## config.mk

```make
export PLATFORM = sky130hd
export DESIGN_NAME = tmr_tick_gen
export DESIGN_NICKNAME = d
export VERILOG_FILES = /design/src/rtl/ttg_pkg.sv /design/src/rtl/ttg_ctrl_reg.sv /design/src/rtl/ttg_sys_div.sv /design/src/rtl/ttg_ext_div.sv /design/src/rtl/tmr_tick_gen.sv
export SDC_FILE = /design/constraint.sdc
export NUM_CORES = 1
export LEC_CHECK = 0
export BUFFER_PORTS_ARGS = -buffer_cell sky130_fd_sc_hd__buf_2
export CAP_MARGIN = 20
export CORE_MARGIN = 3
export CORE_UTILIZATION = 47
export DETAILED_ROUTE_END_ITERATION = 8
export GPL_ROUTABILITY_DRIVEN = 1
export PLACE_DENSITY = 0.83
export SETUP_SLACK_MARGIN = 0.05
export SLEW_MARGIN = 20
export SYNTH_ARGS = -nofsm -noshare
export SYNTH_HDL_FRONTEND = slang
export SYNTH_SLANG_ARGS = --single-unit
export TNS_END_PERCENT = 10
```

## constraint.sdc

```tcl
create_clock -name clk -period 2.5 [get_ports clk]
set_input_delay 0.625 -clock clk [delete_from_list [all_inputs] [get_ports clk]]
set_output_delay 0.625 -clock clk [all_outputs]
set_load 0.03 [all_outputs]
```

## src/rtl/ttg_pkg.sv

```systemverilog
// Shared types for the timer tick generator.
// Assumes an 8-bit control register whose field order is fixed by software.
package ttg_pkg;

    typedef enum logic [1:0] {
        PS_DIV_A = 2'b00,
        PS_DIV_B = 2'b01,
        PS_DIV_C = 2'b10,
        PS_EXT   = 2'b11
    } presc_e;

    typedef struct packed {
        logic   rsv_hi;
        logic   t2h_sys;
        logic   t2l_sys;
        logic   t1_sys;
        logic   t0_sys;
        logic   rsv_lo;
        presc_e presc;
    } ctl_t;

    localparam logic [7:0] CTL_WMASK = 8'h7B;

endpackage

```

## src/rtl/ttg_ctrl_reg.sv

```systemverilog
// Control register with a write strobe and an address-decoded read.
// Unused bits are forced to zero. Also flags a write that changes
// the prescale field, so that the dividers can restart on that edge.
module ttg_ctrl_reg
    import ttg_pkg::*;
#(
    parameter int          ADDR_W   = 8,
    parameter logic [ADDR_W-1:0] REG_ADDR = 8'h8E
) (
    input  logic              clk,
    input  logic              rst_n,
    input  logic              wr,
    input  logic [ADDR_W-1:0] addr,
    input  logic [7:0]        wdata,
    output ctl_t              ctl,
    output logic [7:0]        rdata,
    output logic              presc_chg
);
    logic hit;
    logic [7:0] wmasked;

    // Decode the address and mask off the unused bits.
    always_comb begin
        hit       = (addr == REG_ADDR);
        wmasked   = wdata & CTL_WMASK;
        presc_chg = wr && hit && (wmasked[1:0] != ctl.presc);
        rdata     = hit ? ctl : 8'h00;
    end

    // Hold the register value and update it on a matching write.
    always_ff @(posedge clk) begin
        if (!rst_n)
            ctl <= '0;
        else if (wr && hit)
            ctl <= ctl_t'(wmasked);
    end

endmodule

```

## src/rtl/ttg_sys_div.sv

```systemverilog
// Free-running system-clock divider with a selectable ratio.
// Emits a one-cycle tick at terminal count. A restart clears the count,
// so the first tick after a ratio change comes a full period later.
module ttg_sys_div
    import ttg_pkg::*;
#(
    parameter int DIV_A = 12,
    parameter int DIV_B = 4,
    parameter int DIV_C = 48
) (
    input  logic   clk,
    input  logic   rst_n,
    input  presc_e presc,
    input  logic   restart,
    output logic   tick
);
    localparam int MAX_AB = (DIV_A > DIV_B) ? DIV_A : DIV_B;
    localparam int MAX_D  = (MAX_AB > DIV_C) ? MAX_AB : DIV_C;
    localparam int CW     = $clog2(MAX_D);

    logic [CW-1:0] cnt;
    logic [CW-1:0] last;

    // Choose the terminal count for the active ratio.
    always_comb begin
        case (presc)
            PS_DIV_B: last = CW'(DIV_B - 1);
            PS_DIV_C: last = CW'(DIV_C - 1);
            default:  last = CW'(DIV_A - 1);
        endcase
        tick = (cnt == last);
    end

    // Advance the count, wrap at terminal count, clear on restart.
    always_ff @(posedge clk) begin
        if (!rst_n || restart)
            cnt <= '0;
        else if (cnt >= last)
            cnt <= '0;
        else
            cnt <= cnt + 1'b1;
    end

endmodule

```

## src/rtl/ttg_ext_div.sv

```systemverilog
// External-clock divider. The asynchronous input passes through a
// synchronizer chain, rising edges are detected in the system domain, and
// every DIV-th edge gives a one-cycle pulse. Assumes f_ext <= f_sys.
module ttg_ext_div #(
    parameter int DIV         = 8,
    parameter int SYNC_STAGES = 2
) (
    input  logic clk,
    input  logic rst_n,
    input  logic ext_clk,
    input  logic restart,
    output logic pulse
);
    localparam int EW = (DIV > 1) ? $clog2(DIV) : 1;

    logic [SYNC_STAGES-1:0] sync_q;
    logic                   prev_q;
    logic                   rise;
    logic [EW-1:0]          ecnt;

    // Build the synchronizer chain, one flop per stage.
    genvar gi;
    generate
        for (gi = 0; gi < SYNC_STAGES; gi++) begin : g_sync
            if (gi == 0) begin : g_first
                // Capture the asynchronous input.
                always_ff @(posedge clk) begin
                    if (!rst_n) sync_q[0] <= 1'b0;
                    else        sync_q[0] <= ext_clk;
                end
            end else begin : g_next
                // Shift down the chain.
                always_ff @(posedge clk) begin
                    if (!rst_n) sync_q[gi] <= 1'b0;
                    else        sync_q[gi] <= sync_q[gi-1];
                end
            end
        end
    endgenerate

    // Keep the previous synchronized level for edge detection.
    always_ff @(posedge clk) begin
        if (!rst_n) prev_q <= 1'b0;
        else        prev_q <= sync_q[SYNC_STAGES-1];
    end

    // Flag a rising edge and the pulse on the last edge of a group.
    always_comb begin
        rise  = sync_q[SYNC_STAGES-1] && !prev_q;
        pulse = rise && (ecnt == EW'(DIV - 1));
    end

    // Count detected edges modulo DIV, cleared on restart.
    always_ff @(posedge clk) begin
        if (!rst_n || restart)
            ecnt <= '0;
        else if (rise)
            ecnt <= (ecnt == EW'(DIV - 1)) ? '0 : ecnt + 1'b1;
    end

endmodule

```

## src/rtl/tmr_tick_gen.sv

```systemverilog
// Timer tick generator top. Holds the control register, the two prescale
// paths, and the per-timer enable selection. A constant-high enable stands
// for the system clock rate. Counter-mode and split-mode selects are inputs.
module tmr_tick_gen
    import ttg_pkg::*;
#(
    parameter int          ADDR_W      = 8,
    parameter logic [ADDR_W-1:0] REG_ADDR = 8'h8E,
    parameter int          DIV_A       = 12,
    parameter int          DIV_B       = 4,
    parameter int          DIV_C       = 48,
    parameter int          EXT_DIV     = 8,
    parameter int          SYNC_STAGES = 2
) (
    input  logic              clk,
    input  logic              rst_n,
    input  logic              reg_wr,
    input  logic [ADDR_W-1:0] reg_addr,
    input  logic [7:0]        reg_wdata,
    output logic [7:0]        reg_rdata,
    input  logic              ext_clk,
    input  logic              t0_cnt_mode,
    input  logic              t0_evt_en,
    input  logic              t1_cnt_mode,
    input  logic              t1_evt_en,
    input  logic              t2_split,
    input  logic              t2_alt_tick,
    output logic              t0_tick,
    output logic              t1_tick,
    output logic              t2l_tick,
    output logic              t2h_tick
);
    ctl_t ctl_q;
    logic presc_chg;
    logic sys_tick;
    logic ext_pulse;
    logic pre_tick;

    ttg_ctrl_reg #(.ADDR_W(ADDR_W), .REG_ADDR(REG_ADDR)) u_reg (
        .clk(clk), .rst_n(rst_n), .wr(reg_wr), .addr(reg_addr),
        .wdata(reg_wdata), .ctl(ctl_q), .rdata(reg_rdata),
        .presc_chg(presc_chg)
    );

    ttg_sys_div #(.DIV_A(DIV_A), .DIV_B(DIV_B), .DIV_C(DIV_C)) u_sdiv (
        .clk(clk), .rst_n(rst_n), .presc(ctl_q.presc),
        .restart(presc_chg), .tick(sys_tick)
    );

    ttg_ext_div #(.DIV(EXT_DIV), .SYNC_STAGES(SYNC_STAGES)) u_ediv (
        .clk(clk), .rst_n(rst_n), .ext_clk(ext_clk),
        .restart(presc_chg), .pulse(ext_pulse)
    );

    // Pick the shared prescaled tick, then route an enable to each timer.
    always_comb begin
        pre_tick = (ctl_q.presc == PS_EXT) ? ext_pulse : sys_tick;
        t0_tick  = t0_cnt_mode ? t0_evt_en : (ctl_q.t0_sys | pre_tick);
        t1_tick  = t1_cnt_mode ? t1_evt_en : (ctl_q.t1_sys | pre_tick);
        t2l_tick = ctl_q.t2l_sys | t2_alt_tick;
        t2h_tick = t2_split ? (ctl_q.t2h_sys | t2_alt_tick) : t2l_tick;
    end

endmodule

```

-- After elaboration in Yosys (flattened, before gate mapping)
Cells that the tools add are included.
- output and inout port bits: 12
- word-level logic and storage cells: 39
- register bits after elaboration: 18
- equality and inequality tests: 7
- bitwise logic cells: 4
- $lt $le $gt $ge: 1
- muxes and demuxes: 7
- reductions and logical operators: 8
- $add $sub $neg: 2
- operators by type and width (cell ; number):
    6-bit case mux with 2 select lines ; 1
    8-bit equality test (second input constant) ; 1
    7-bit 2-to-1 mux ; 1
    6-bit by 1-bit adder with 6-bit output (second input constant) ; 1
    6-bit equality test ; 1
    6-bit >= comparator ; 1
    2-bit equality test (second input constant) ; 2
    1-bit logical AND ; 4
    1-bit 2-to-1 mux ; 4
    1-bit bitwise OR ; 4
    3-bit by 1-bit adder with 3-bit output (second input constant) ; 1
    3-bit equality test (second input constant) ; 1
    3-bit 2-to-1 mux ; 1
    2-bit by 1-bit equality test with 1-bit output (second input constant) ; 1
    1-bit zero test ; 2
    2-bit != test ; 1
    2-bit OR reduction ; 1
    1-bit logical OR ; 1

-- Depth between registers and ports, before layout
Gate-level depths: netlist (run 1).
- depth after elaboration: 6
- depth in mapped cells: 6

-- Modules after synthesis
A second synthesis (run 1) with hierarchy kept.
- cells, all modules: 112
- area, all modules: 1031.0 µm²
- modules (own cells, without submodules) (module ; area each (µm²) ; cells an instance ; times used ; seq. area each (µm²)):
    ttg_ctrl_reg ; 394.1 ; 45 ; 1 ; 120.1
    ttg_sys_div ; 330.3 ; 35 ; 1 ; 120.1
    ttg_ext_div ; 237.7 ; 21 ; 1 ; 120.1
    tmr_tick_gen ; 68.8 ; 11 ; 1 ; 0.0

-- Worst setup path before layout (run 1)
No wires, ideal clock.
- kind: reg-to-output
- start: reg u_reg.ctl[0] (netlist bit)
- end: out t0_tick
- data required time: 1.875 ns
- path buffers: 0
- path slack: 0.205 ns
- stages on the path, launching flop included: 7
- arrival: 1.670 ns
- cell sequence: dfxtp_1 > nand2b_1 > ha_1 > nand4_1 > or2_2 > o21ai_0 > o31a_1
- longest elaborated chain between the ends: 6
- ends and longest elaborated chain (what ; line ; source):
    start, declared ; ttg_ctrl_reg.sv:15 ; output ctl_t ctl,
    start signal, assigned ; ttg_ctrl_reg.sv:35 ; ctl <= ctl_t'(wmasked);
    2-bit equality test or 2-bit by 1-bit equality test with 1-bit output (tied branches) ; ttg_sys_div.sv:26 ; case (presc)
    6-bit case mux with 2 select lines ; ttg_sys_div.sv:26 ;
    6-bit equality test ; ttg_sys_div.sv:31 ; tick = (cnt == last);
    1-bit 2-to-1 mux (*) ; tmr_tick_gen.sv:57 ; pre_tick = (ctl_q.presc == PS_EXT) ? ext_pulse : sys_tick;
    1-bit bitwise OR (*) ; tmr_tick_gen.sv:58 ; t0_tick = t0_cnt_mode ? t0_evt_en : (ctl_q.t0_sys | pre_tick);
    1-bit 2-to-1 mux (*) ; tmr_tick_gen.sv:58 ;
    end, declared ; tmr_tick_gen.sv:28 ; output logic t0_tick,
Every way passes the cells marked *; elsewhere a longest branch is shown, timed or not.

-- Final worst setup path (run 1)
- start: reg u_reg.ctl[0] (netlist bit)
- end: out t1_tick
- longest elaborated chain between the ends: 6
- ends and longest elaborated chain (what ; line ; source):
    2-bit equality test or 2-bit by 1-bit equality test with 1-bit output (tied branches) ; ttg_sys_div.sv:26 ;
    6-bit case mux with 2 select lines ; ttg_sys_div.sv:26 ;
    6-bit equality test ; ttg_sys_div.sv:31 ;
    1-bit 2-to-1 mux (*) ; tmr_tick_gen.sv:57 ;
    1-bit bitwise OR (*) ; tmr_tick_gen.sv:59 ; t1_tick = t1_cnt_mode ? t1_evt_en : (ctl_q.t1_sys | pre_tick);
    1-bit 2-to-1 mux (*) ; tmr_tick_gen.sv:59 ;
    end, declared ; tmr_tick_gen.sv:29 ; output logic t1_tick,
Marked as above.

==> results of run 1 <==
## sequential cells by signal, indices dropped and copies added (netlist names)
register,cells
u_reg.ctl,6
u_sdiv.cnt,6
u_ediv.ecnt,3
u_ediv.prev_q,1
u_ediv.sync_q,2
## repair_timing
action,4_1_cts,5_1_grt
gates resized for setup,13,1
setup buffers,1,1
setup endpoints to repair,2,2
pin swaps,3,2
## cells in the final DEF (no fill, tap or decap), drive strengths merged
cell type / Yosys / layout
xor2: 4 / 4
nor2: 9 / 9
or2: 2 / 2
mux2i: 6 / 6
ha: 6 / 6
inv: 1 / 1
nor3b: 1 / 1
nor2b: 9 / 9
dfxtp: 18 / 18
and4b: 1 / 1
o21ai: 1 / 1
and2: 4 / 4
nor3: 1 / 1
nor4b: 1 / 1
a21oi: 4 / 4
a211o: 2 / 2
nand4: 2 / 2
nand3: 4 / 4
conb: 1 / 2
buf: 2 / 37
o2111ai: 1 / 1
and3: 6 / 6
nand2: 4 / 4
o31a: 2 / 2
xnor2: 2 / 2
clkbuf: 2 / 4
nand2b: 4 / 4
## power by group
part	internal, mW	switching [mW]
clock	0.0888	0.0861
sequential	0.293	0.00560
combinational	0.0345	0.0381
## area by class of cell
type / instances / area share [%]
multi-input combinational: 78 / 49.31
inverter: 1 / 0.2953
clock buffer: 4 / 2.854
tap: 25 / 2.461
timing repair buffer: 37 / 16.34
sequential: 18 / 28.74
## path summary, 6_finish.rpt
check              startpoint          endpoint  slack (ns)  depth (start not counted)
min reg2reg  u_ediv.sync_q[0]  u_ediv.sync_q[1]        0.45                          1
min          u_ediv.sync_q[0]  u_ediv.sync_q[1]        0.45                          1
max reg2reg      u_reg.ctl[0]     u_sdiv.cnt[3]        0.83                          6
max              u_reg.ctl[0]           t1_tick        0.02                          7
## stage by stage
| stage | worst slack (ns) | utilization [%] | setup TNS (ns) | instances | cell area (µm²) |
|---|---|---|---|---|---|
| 2_1_floorplan | 0.2055 | - | 0 | 101 | 967.2 |
| 3_3_place_gp | 0.1012 | 63.51 | 0 | 157 | 1156 |
| 3_5_place_dp | 0.03078 | 63.51 | 0 | 157 | 1156 |
| 4_1_cts | 0.05232 | 69.00 | 0 | 162 | 1256 |
| 5_1_grt | -0.06547 | 69.83 | -0.1304 | 163 | 1271 |
| 6_report | 0.02420 | 69.83 | 0 | 163 | 1271 |
## per-layer routing
layer / GRT usage, % / part of all wire (%) / up-vias / wire length [µm]
li1: - / - / 421 / -
met1: 20.18 / 38 / 380 / 840
met2: 36.70 / 58 / 13 / 1286
met3: 5.248 / 3.4 / 0 / 74
met4: 1.310 / 0 / 0 / 0
met5: 0 / 0 / - / 0
## logic make-up (layout without fill, tap and decap cells)
| group | Yosys count | count (layout) |
|---|---|---|
| flops | 18 | 18 |
| mux | 6 | 6 |
| simple gates | 48 | 48 |
| xor+xnor | 6 | 6 |
| fa+ha+maj | 6 | 6 |
| buf+inv | 5 | 42 |
| compound gates | 10 | 10 |
| other cells | 1 | 2 |
==> impl_metrics.csv, run 1 <==
group,metric,value,unit
yosys,ys_async_sr_fraction,0,%
critical_path,path_class,"flip-flop to primary output",
clocking,cts_tree,"done",
pwr,cellPowerDensity,429.4,mW/mm²
critical_path,crit_family,"simple AND/OR/NAND/NOR gates",
yosys,netlist_instances,100,
critical_path,critical_path_required,1.88,ns
run,drv_cap,0,
critical_path,path_cells,"nand2b_4 > ha_4 > nand4_1 > or2_4 > o21ai_4 > o31a_1 > buf_6",
yosys,yosys-top-cells-count,"dfxtp_1, nor2_1, nor2b_1",
yosys,synth_area,963.4,µm²
yosys,muxShareOfSynthArea,6.234,%
cells_and_area,area_growth,31.95,%
cells_and_area,final_layout_size_suffix_gt1_share,42.75,%
yosys,syn_avg_cell_area,9.634,µm²
cells_and_area,layout.area.seq,365.4,µm²
yosys,synth-simple-area-share,32.21,%
yosys,synthDistinctLibCells,29,
critical_path,crit_path_start_kind,"flip-flop",
yosys,synth_top_family_by_area,"simple AND/OR/NAND/NOR gates",
route,drc,0,
yosys,seq_area_frac_synth,37.40,%
clocking,clockBufferDepth,2,
critical_path,crit_arrival,1.85,ns
yosys,synth_area_leaders,"dfxtp_1, ha_1, mux2i_1",
floorplanning,core.rowCount,15,
clocking,cts.sinks,18,
route,via_per_inst,4.994,
route,wl_per_cell,13.50,µm
sta,fmax,0.4039,GHz
clocking,clk_latency,0.29,ns
pwr,power,0.5458,mW
route,routed_wl,2201,µm
route,drtIter0Drc,5,
yosys,synth-compound-area-share,7.792,%
cells_and_area,nFillCells,152,
clocking,h-tree-depth,1,
cells_and_area,finalNetCount,171,
yosys,synth-adder-area-share,7.792,%
route,firstDrtPassIters,4,
pwr,vdd_drop_max,0.0002852,V
clocking,cts-buffers-inserted,3,
critical_path,critical_path_buf_inv_count,1,
grt,track_usage,18.60,%
critical_path,critical-path-max-stage-delay,0.34,ns
yosys,ys.warnings.count,0,
grt,grt_pass1_wl,3670,µm
yosys,ys_ff_latch,18,
sta,fin_crit,2.476,ns
critical_path,end_kind,"primary output",
yosys,synth_enable_flop_cells,0,
cells_and_area,diodes,0,
critical_path,cp_slowest_cell,"dfxtp_2",
sta,slew_violations,0,
sta,post-route-period-util,99.03,%
grt,grt_max_degree,12,
floorplanning,ios,38,
placed_design,hpwlAfterDp,1687,µm
pwr,leakagePower,0.6312,nW
grt,antenna_found_initial,0,
grt,grt_pass1_vias,823,
placed_design,gp_congestion,0.6859,
placed_design,port_buffers,33,
floorplanning,die_h,51.28,µm
sta,final_hold_viol_count,0,
sta,setup_viol,0,
yosys,synth_top_area_cell,"dfxtp_1",
route,vias,814,
route,drtAntennaViolNets,0,
yosys,synth_most_common_cell,"dfxtp_1",
sta,rsz0062_at_grt,"yes",
floorplanning,floorplan.initialDensity,52.92,%
clocking,cts_hold_buffers,0,
status,status,"completed",
yosys,synth_ff_type,"dfxtp_1",
critical_path,crit_fanout,3,
grt,grt_overflow,0,
floorplanning,core,0.001821,mm²
worst_hold_path,hold_class,"flip-flop to flip-flop",
clocking,path_clk_slew,0.10,ns
cells_and_area,multiInputGateArea,626.9,µm²
sta,skew,0.01036,ns
yosys,yosys.area_share.xor_xnor,5.455,%
sta,whs,0.4453,ns
floorplanning,die_w,51.28,µm
clocking,clockRootBuffer,"clkbuf_4",
floorplanning,dieArea,0.002629,mm²
yosys,yosys.area.top_type_share,37.40,%
No activity file was read; power rests on OpenSTA's default activity.
==> run 2, diff against run 1 <==
ABC_CLOCK_PERIOD_IN_PS = 2500   (was not set)
CORE_UTILIZATION = 49   (was 47)
CTS_BUF_LIST = sky130_fd_sc_hd__clkbuf_8   (was not set)
PLACE_DENSITY = 0.85   (was 0.83)
RECOVER_POWER = 25   (was not set)
==> impl_metrics.csv, run 2 (synthesized netlist as in run 1, its figures left out) <==
group,metric,value,unit
route,drc,0,
clocking,clockRootBuffer,"clkbuf_8",
critical_path,end_kind,"primary output",
route,vias,796,
pwr,power,0.5953,mW
grt,grt_pass1_wl,3408,µm
grt,grt_pass1_vias,805,
route,via_per_inst,4.914,
grt,grt_max_degree,12,
floorplanning,die_w,50.34,µm
critical_path,crit_arrival,1.78,ns
cells_and_area,final_layout_size_suffix_gt1_share,37.96,%
floorplanning,core.rowCount,15,
sta,setup_viol,0,
cells_and_area,finalNetCount,170,
route,firstDrtPassIters,3,
grt,antenna_found_initial,0,
floorplanning,dieArea,0.002534,mm²
pwr,vdd_drop_max,0.0004961,V
worst_hold_path,hold_depth,1,
critical_path,timing.rr.start,"u_reg.ctl[0]",
pwr,cellPowerDensity,480.6,mW/mm²
route,routed_wl,2046,µm
sta,slew_violations,0,
critical_path,crit_fanout,3,
placed_design,hpwlAfterDp,1626,µm
critical_path,reg2reg_depth,6,
grt,grt_overflow,0,
sta,skew,0.0005217,ns
cells_and_area,diodes,0,
floorplanning,die_h,50.34,µm
cells_and_area,post-route-util,69.47,%
route,drtIter0Drc,3,
status,status,"completed",
pwr,leakagePower,0.6260,nW
placed_design,port_buffers,33,
clocking,cts-buffers-inserted,3,
sta,fin_crit,2.407,ns
clocking,path_clk_slew,0.06,ns
placed_design,gp_congestion,0.6739,
critical_path,path_class,"flip-flop to primary output",
route,wl_per_cell,12.63,µm
sta,rsz0062_at_grt,"yes",
critical_path,critical_path_required,1.88,ns
route,drtAntennaViolNets,0,
floorplanning,ios,38,
critical_path,reg2reg_to,"u_sdiv.cnt[5]",
critical_path,r2r_slack,0.81,ns
clocking,cts.sinks,18,
worst_hold_path,worstHoldEndpoint,"u_sdiv.cnt[0]",
cells_and_area,final_common_cell,"buf_2",
floorplanning,floorplan.initialDensity,54.04,%
sta,fmax,0.4155,GHz
clocking,cts_tree,"done",
clocking,post_cts_buffers,0,
sta,post-route-period-util,96.27,%
sta,final_hold_viol_count,0,
placed_design,dp_slack,0.09814,ns
floorplanning,core,0.001783,mm²
clocking,clk_latency,0.25,ns
clocking,clockBufferDepth,2,
worst_hold_path,hold_class,"flip-flop to flip-flop",
run,drv_cap,0,
worst_hold_path,hp-start,"u_sdiv.cnt[0]",
grt,track_usage,17.65,%
sta,tns,0,ns
cells_and_area,area_growth,28.57,%
cells_and_area,top_regs,"u_reg.ctl: 6 flops, u_sdiv.cnt: 6 flops, u_ediv.ecnt: 3 flops",
cells_and_area,layout_common_cells,"buf_2, dfxtp_1, nor2b_1, nor2_1",
critical_path,crit_path_start_kind,"flip-flop",
clocking,h-tree-depth,1,
sta,layout_setup_ws,0.09316,ns
run 2: cell count changes in the layout (fill, tap and decap cells not counted), sizes merged:
| cell | delta |
|---|---|
| clkbuf | +2 |
| buf | -3 |
run 2: worst max-delay path by stage:
stage,startpoint,endpoint,slack (ns),cells after the start
6_report,u_reg.ctl[0],t1_tick,0.09,7
5_1_grt,u_reg.ctl[0],t1_tick,0.007,7
4_1_cts,u_reg.ctl[0],t1_tick,0.06,7
3_5_place_dp,u_reg.ctl[0],t1_tick,0.1,7
3_3_place_gp,u_reg.ctl[0],t0_tick,0.14,7
2_1_floorplan,u_reg.ctl[0],t0_tick,0.21,6
run 2: report_power, final:
group / internal, mW / leakage [nW] / switching, mW
registers: 0.294 / 0.147 / 0.00485
clock network: 0.140 / 0.0288 / 0.0883
logic: 0.0320 / 0.450 / 0.0364
run 2: area by class of cell:
type                       count  area (µm²)
fill                         158       544.3
multi-input combinational     78       595.6
tap                           25       31.28
clock buffer                   4       55.05
sequential                    18       361.6
timing repair buffer          36       191.4
inverter                       1       3.754
run 2: metrics by stage:
stage                     area [µm²]  hold WS (ns)  cells
final                           1239        0.4529    162
after global routing            1239        0.4920    162
after CTS                       1242        0.4597    162
after detailed placement        1164        0.4486    158
after global placement          1164        0.4286    158
after floorplan                967.2        0.4119    101
run 2: critical path, stage by stage (launching register included):
cell and delay, ns:
dfxtp_1 0.32, nand2b_4 0.14, ha_1 0.29, nand4_1 0.10, or2_4 0.26, o21ai_4 0.14
o31a_1 0.16, buf_6 0.13
run 2: timing repair:
action	in CTS	in global routing
hold buffers	0	0
gates resized for setup	8	1
setup endpoints to repair	2	2
pin swaps	3	1
run 2: layer usage:
| metal | vias up | share of wire (%) | global-route usage (%) | routed length (µm) |
|---|---|---|---|---|
| met1 | 365 | 40 | 18.65 | 828 |
| met2 | 12 | 56 | 33.26 | 1139 |
| li1 | 417 | - | - | - |
| met3 | 2 | 3.3 | 5.638 | 68 |
| met4 | 0 | 0.39 | 4.484 | 8 |
| met5 | - | 0 | 0 | 0 |
==> run 3, diff against run 2 <==
PLACE_DENSITY = not set   (was 0.85)
PLACE_DENSITY_LB_ADDON = 0.1   (was not set)
==> impl_metrics.csv, run 3 (synthesized netlist as in run 1, its figures left out) <==
group,metric,value,unit
cells_and_area,finalNetCount,170,
route,drtAntennaViolNets,0,
clocking,cts.sinks,18,
critical_path,reg2reg_depth,6,
critical_path,critical_path_buf_inv_count,1,
critical_path,critical-path-max-stage-delay,0.32,ns
placed_design,dp.cells,157,
critical_path,r2r_slack,0.83,ns
pwr,vdd_drop_max,0.0005604,V
floorplanning,die_h,50.34,µm
critical_path,cp_slowest_cell,"dfxtp_1",
critical_path,crit_family,"simple AND/OR/NAND/NOR gates",
route,routed_wl,1796,µm
route,vias,804,
cells_and_area,layout_common_cells,"buf_2, dfxtp_1, nor2b_1, nor2_1",
sta,whs,0.4374,ns
route,firstDrtPassIters,2,
sta,slew_violations,0,
pwr,leakagePower,0.6239,nW
grt,grt_pass1_vias,752,
pwr,cellPowerDensity,483.1,mW/mm²
clocking,path_clk_slew,0.06,ns
route,drtIter0Drc,4,
critical_path,end_kind,"primary output",
sta,fmax,0.4169,GHz
route,wl_per_cell,11.09,µm
sta,post-route-period-util,95.94,%
worst_hold_path,hold_class,"flip-flop to flip-flop",
floorplanning,core.rowCount,15,
critical_path,cp.depth,7,
critical_path,path_cells,"nand2b_4 > ha_1 > nand4_1 > or2_4 > o21ai_2 > o31a_1 > buf_6",
critical_path,crit_start,"u_reg.ctl[0]",
grt,antenna_found_initial,0,
sta,layout_setup_ws,0.1014,ns
cells_and_area,final_common_cell,"buf_2",
placed_design,port_buffers,33,
sta,rsz0062_at_grt,"yes",
clocking,cts_tree,"done",
critical_path,reg2reg_to,"u_sdiv.cnt[0]",
cells_and_area,diodes,0,
critical_path,worstSetupEndpoint,"t1_tick",
placed_design,gp_congestion,0.7856,
clocking,h-tree-depth,1,
cells_and_area,post-route-util,68.84,%
clocking,cts_hold_buffers,0,
critical_path,critical_path_required,1.88,ns
clocking,cts-buffers-inserted,3,
grt,track_usage,14.99,%
sta,final_hold_viol_count,0,
cells_and_area,final_layout_size_suffix_gt1_share,37.96,%
clocking,clk_latency,0.25,ns
floorplanning,dieArea,0.002534,mm²
sta,tns,0,ns
floorplanning,core,0.001783,mm²
clocking,clockRootBuffer,"clkbuf_8",
critical_path,timing.rr.start,"u_reg.ctl[0]",
floorplanning,die_w,50.34,µm
critical_path,crit_arrival,1.77,ns
cells_and_area,top_regs,"u_reg.ctl: 6 flops, u_sdiv.cnt: 6 flops, u_ediv.ecnt: 3 flops",
sta,fin_crit,2.399,ns
grt,grt_max_degree,12,
floorplanning,ios,38,
floorplanning,floorplan.initialDensity,54.04,%
grt,grt_overflow,0,
clocking,clockBufferDepth,2,
sta,skew,0.001644,ns
route,via_per_inst,4.963,
cells_and_area,fin_cells,162,
cells_and_area,area_growth,27.40,%
placed_design,hpwlAfterDp,1405,µm
run,drv_cap,0,
route,drc,0,
grt,grt_pass1_wl,3015,µm
critical_path,crit_path_start_kind,"flip-flop",
critical_path,path_class,"flip-flop to primary output",
critical_path,crit_fanout,3,
placed_design,dp_slack,0.09567,ns
sta,setup_viol,0,
status,status,"completed",
==> run 3: cell types whose count changed in the layout (fill, tap and decap cells not counted) <==
cell | before | now
o2111ai_1 | 1 | 0
nand3_4 | 1 | 0
o2111ai_2 | 0 | 1
dfxtp_4 | 0 | 1
o21ai_4 | 1 | 0
nand3_1 | 3 | 4
o21ai_2 | 0 | 1
dfxtp_2 | 1 | 0
==> run 3: per-stage QoR <==
stage / instance area [µm²] / total power [mW]
after floorplan: 967.2 / 0.3454
after global placement: 1156 / 0.3695
after detailed placement: 1156 / 0.3724
after CTS: 1245 / 0.6026
after global routing: 1227 / 0.6215
final: 1227 / 0.5930
==> run 3: area by class of cell <==
cell class / instances / area, µm²
Tap cell: 25 / 31.28
Sequential cell: 18 / 364.1
Multi-Input combinational cell: 78 / 581.8
Timing Repair Buffer: 36 / 191.4
Fill cell: 165 / 555.5
Inverter: 1 / 3.754
Clock buffer: 4 / 55.05
==> run 3: worst min-delay path by stage <==
| stage | startpoint | endpoint | depth (start not counted) |
|---|---|---|---|
| 2_1_floorplan | u_ediv.sync_q[0] | u_ediv.sync_q[1] | 1 |
| 3_3_place_gp | u_ediv.sync_q[0] | u_ediv.sync_q[1] | 1 |
| 3_5_place_dp | u_ediv.sync_q[0] | u_ediv.sync_q[1] | 1 |
| 4_1_cts | u_ediv.sync_q[0] | u_ediv.sync_q[1] | 1 |
| 5_1_grt | u_ediv.sync_q[0] | u_ediv.sync_q[1] | 1 |
| 6_report | u_ediv.sync_q[0] | u_ediv.sync_q[1] | 1 |
==> run 3: worst reg2reg max path, cell delays in order, from the launching register on <==
cell and delay, ns:
dfxtp_1 0.35, nor2b_1 0.16, ha_1 0.26, a211o_1 0.29
a21oi_1 0.19, nand4_2 0.21, nor2_1 0.15
==> run 3: power by group <==
| group | internal [mW] | switching [mW] |
|---|---|---|
| clock | 0.140 | 0.0870 |
| combinational | 0.0321 | 0.0361 |
| sequential | 0.293 | 0.00499 |
| total | 0.465 | 0.128 |
==> run 3: what timing repair did <==
action,CTS,global route
setup endpoints to repair,2,2
resized for setup,9,0
buffers inserted,1,0
endpoints found under the hold margin,0,0
pin swaps,3,1
==> run 3: metal layers <==
layer	vias up	GRT usage (%)	part of all wire [%]	wire, µm
met5	-	0	0	0
li1	417	-	-	-
met3	2	5.045	5.8	104
met4	0	2.691	0.33	6
met1	364	17.77	44	791
met2	21	26.30	50	894
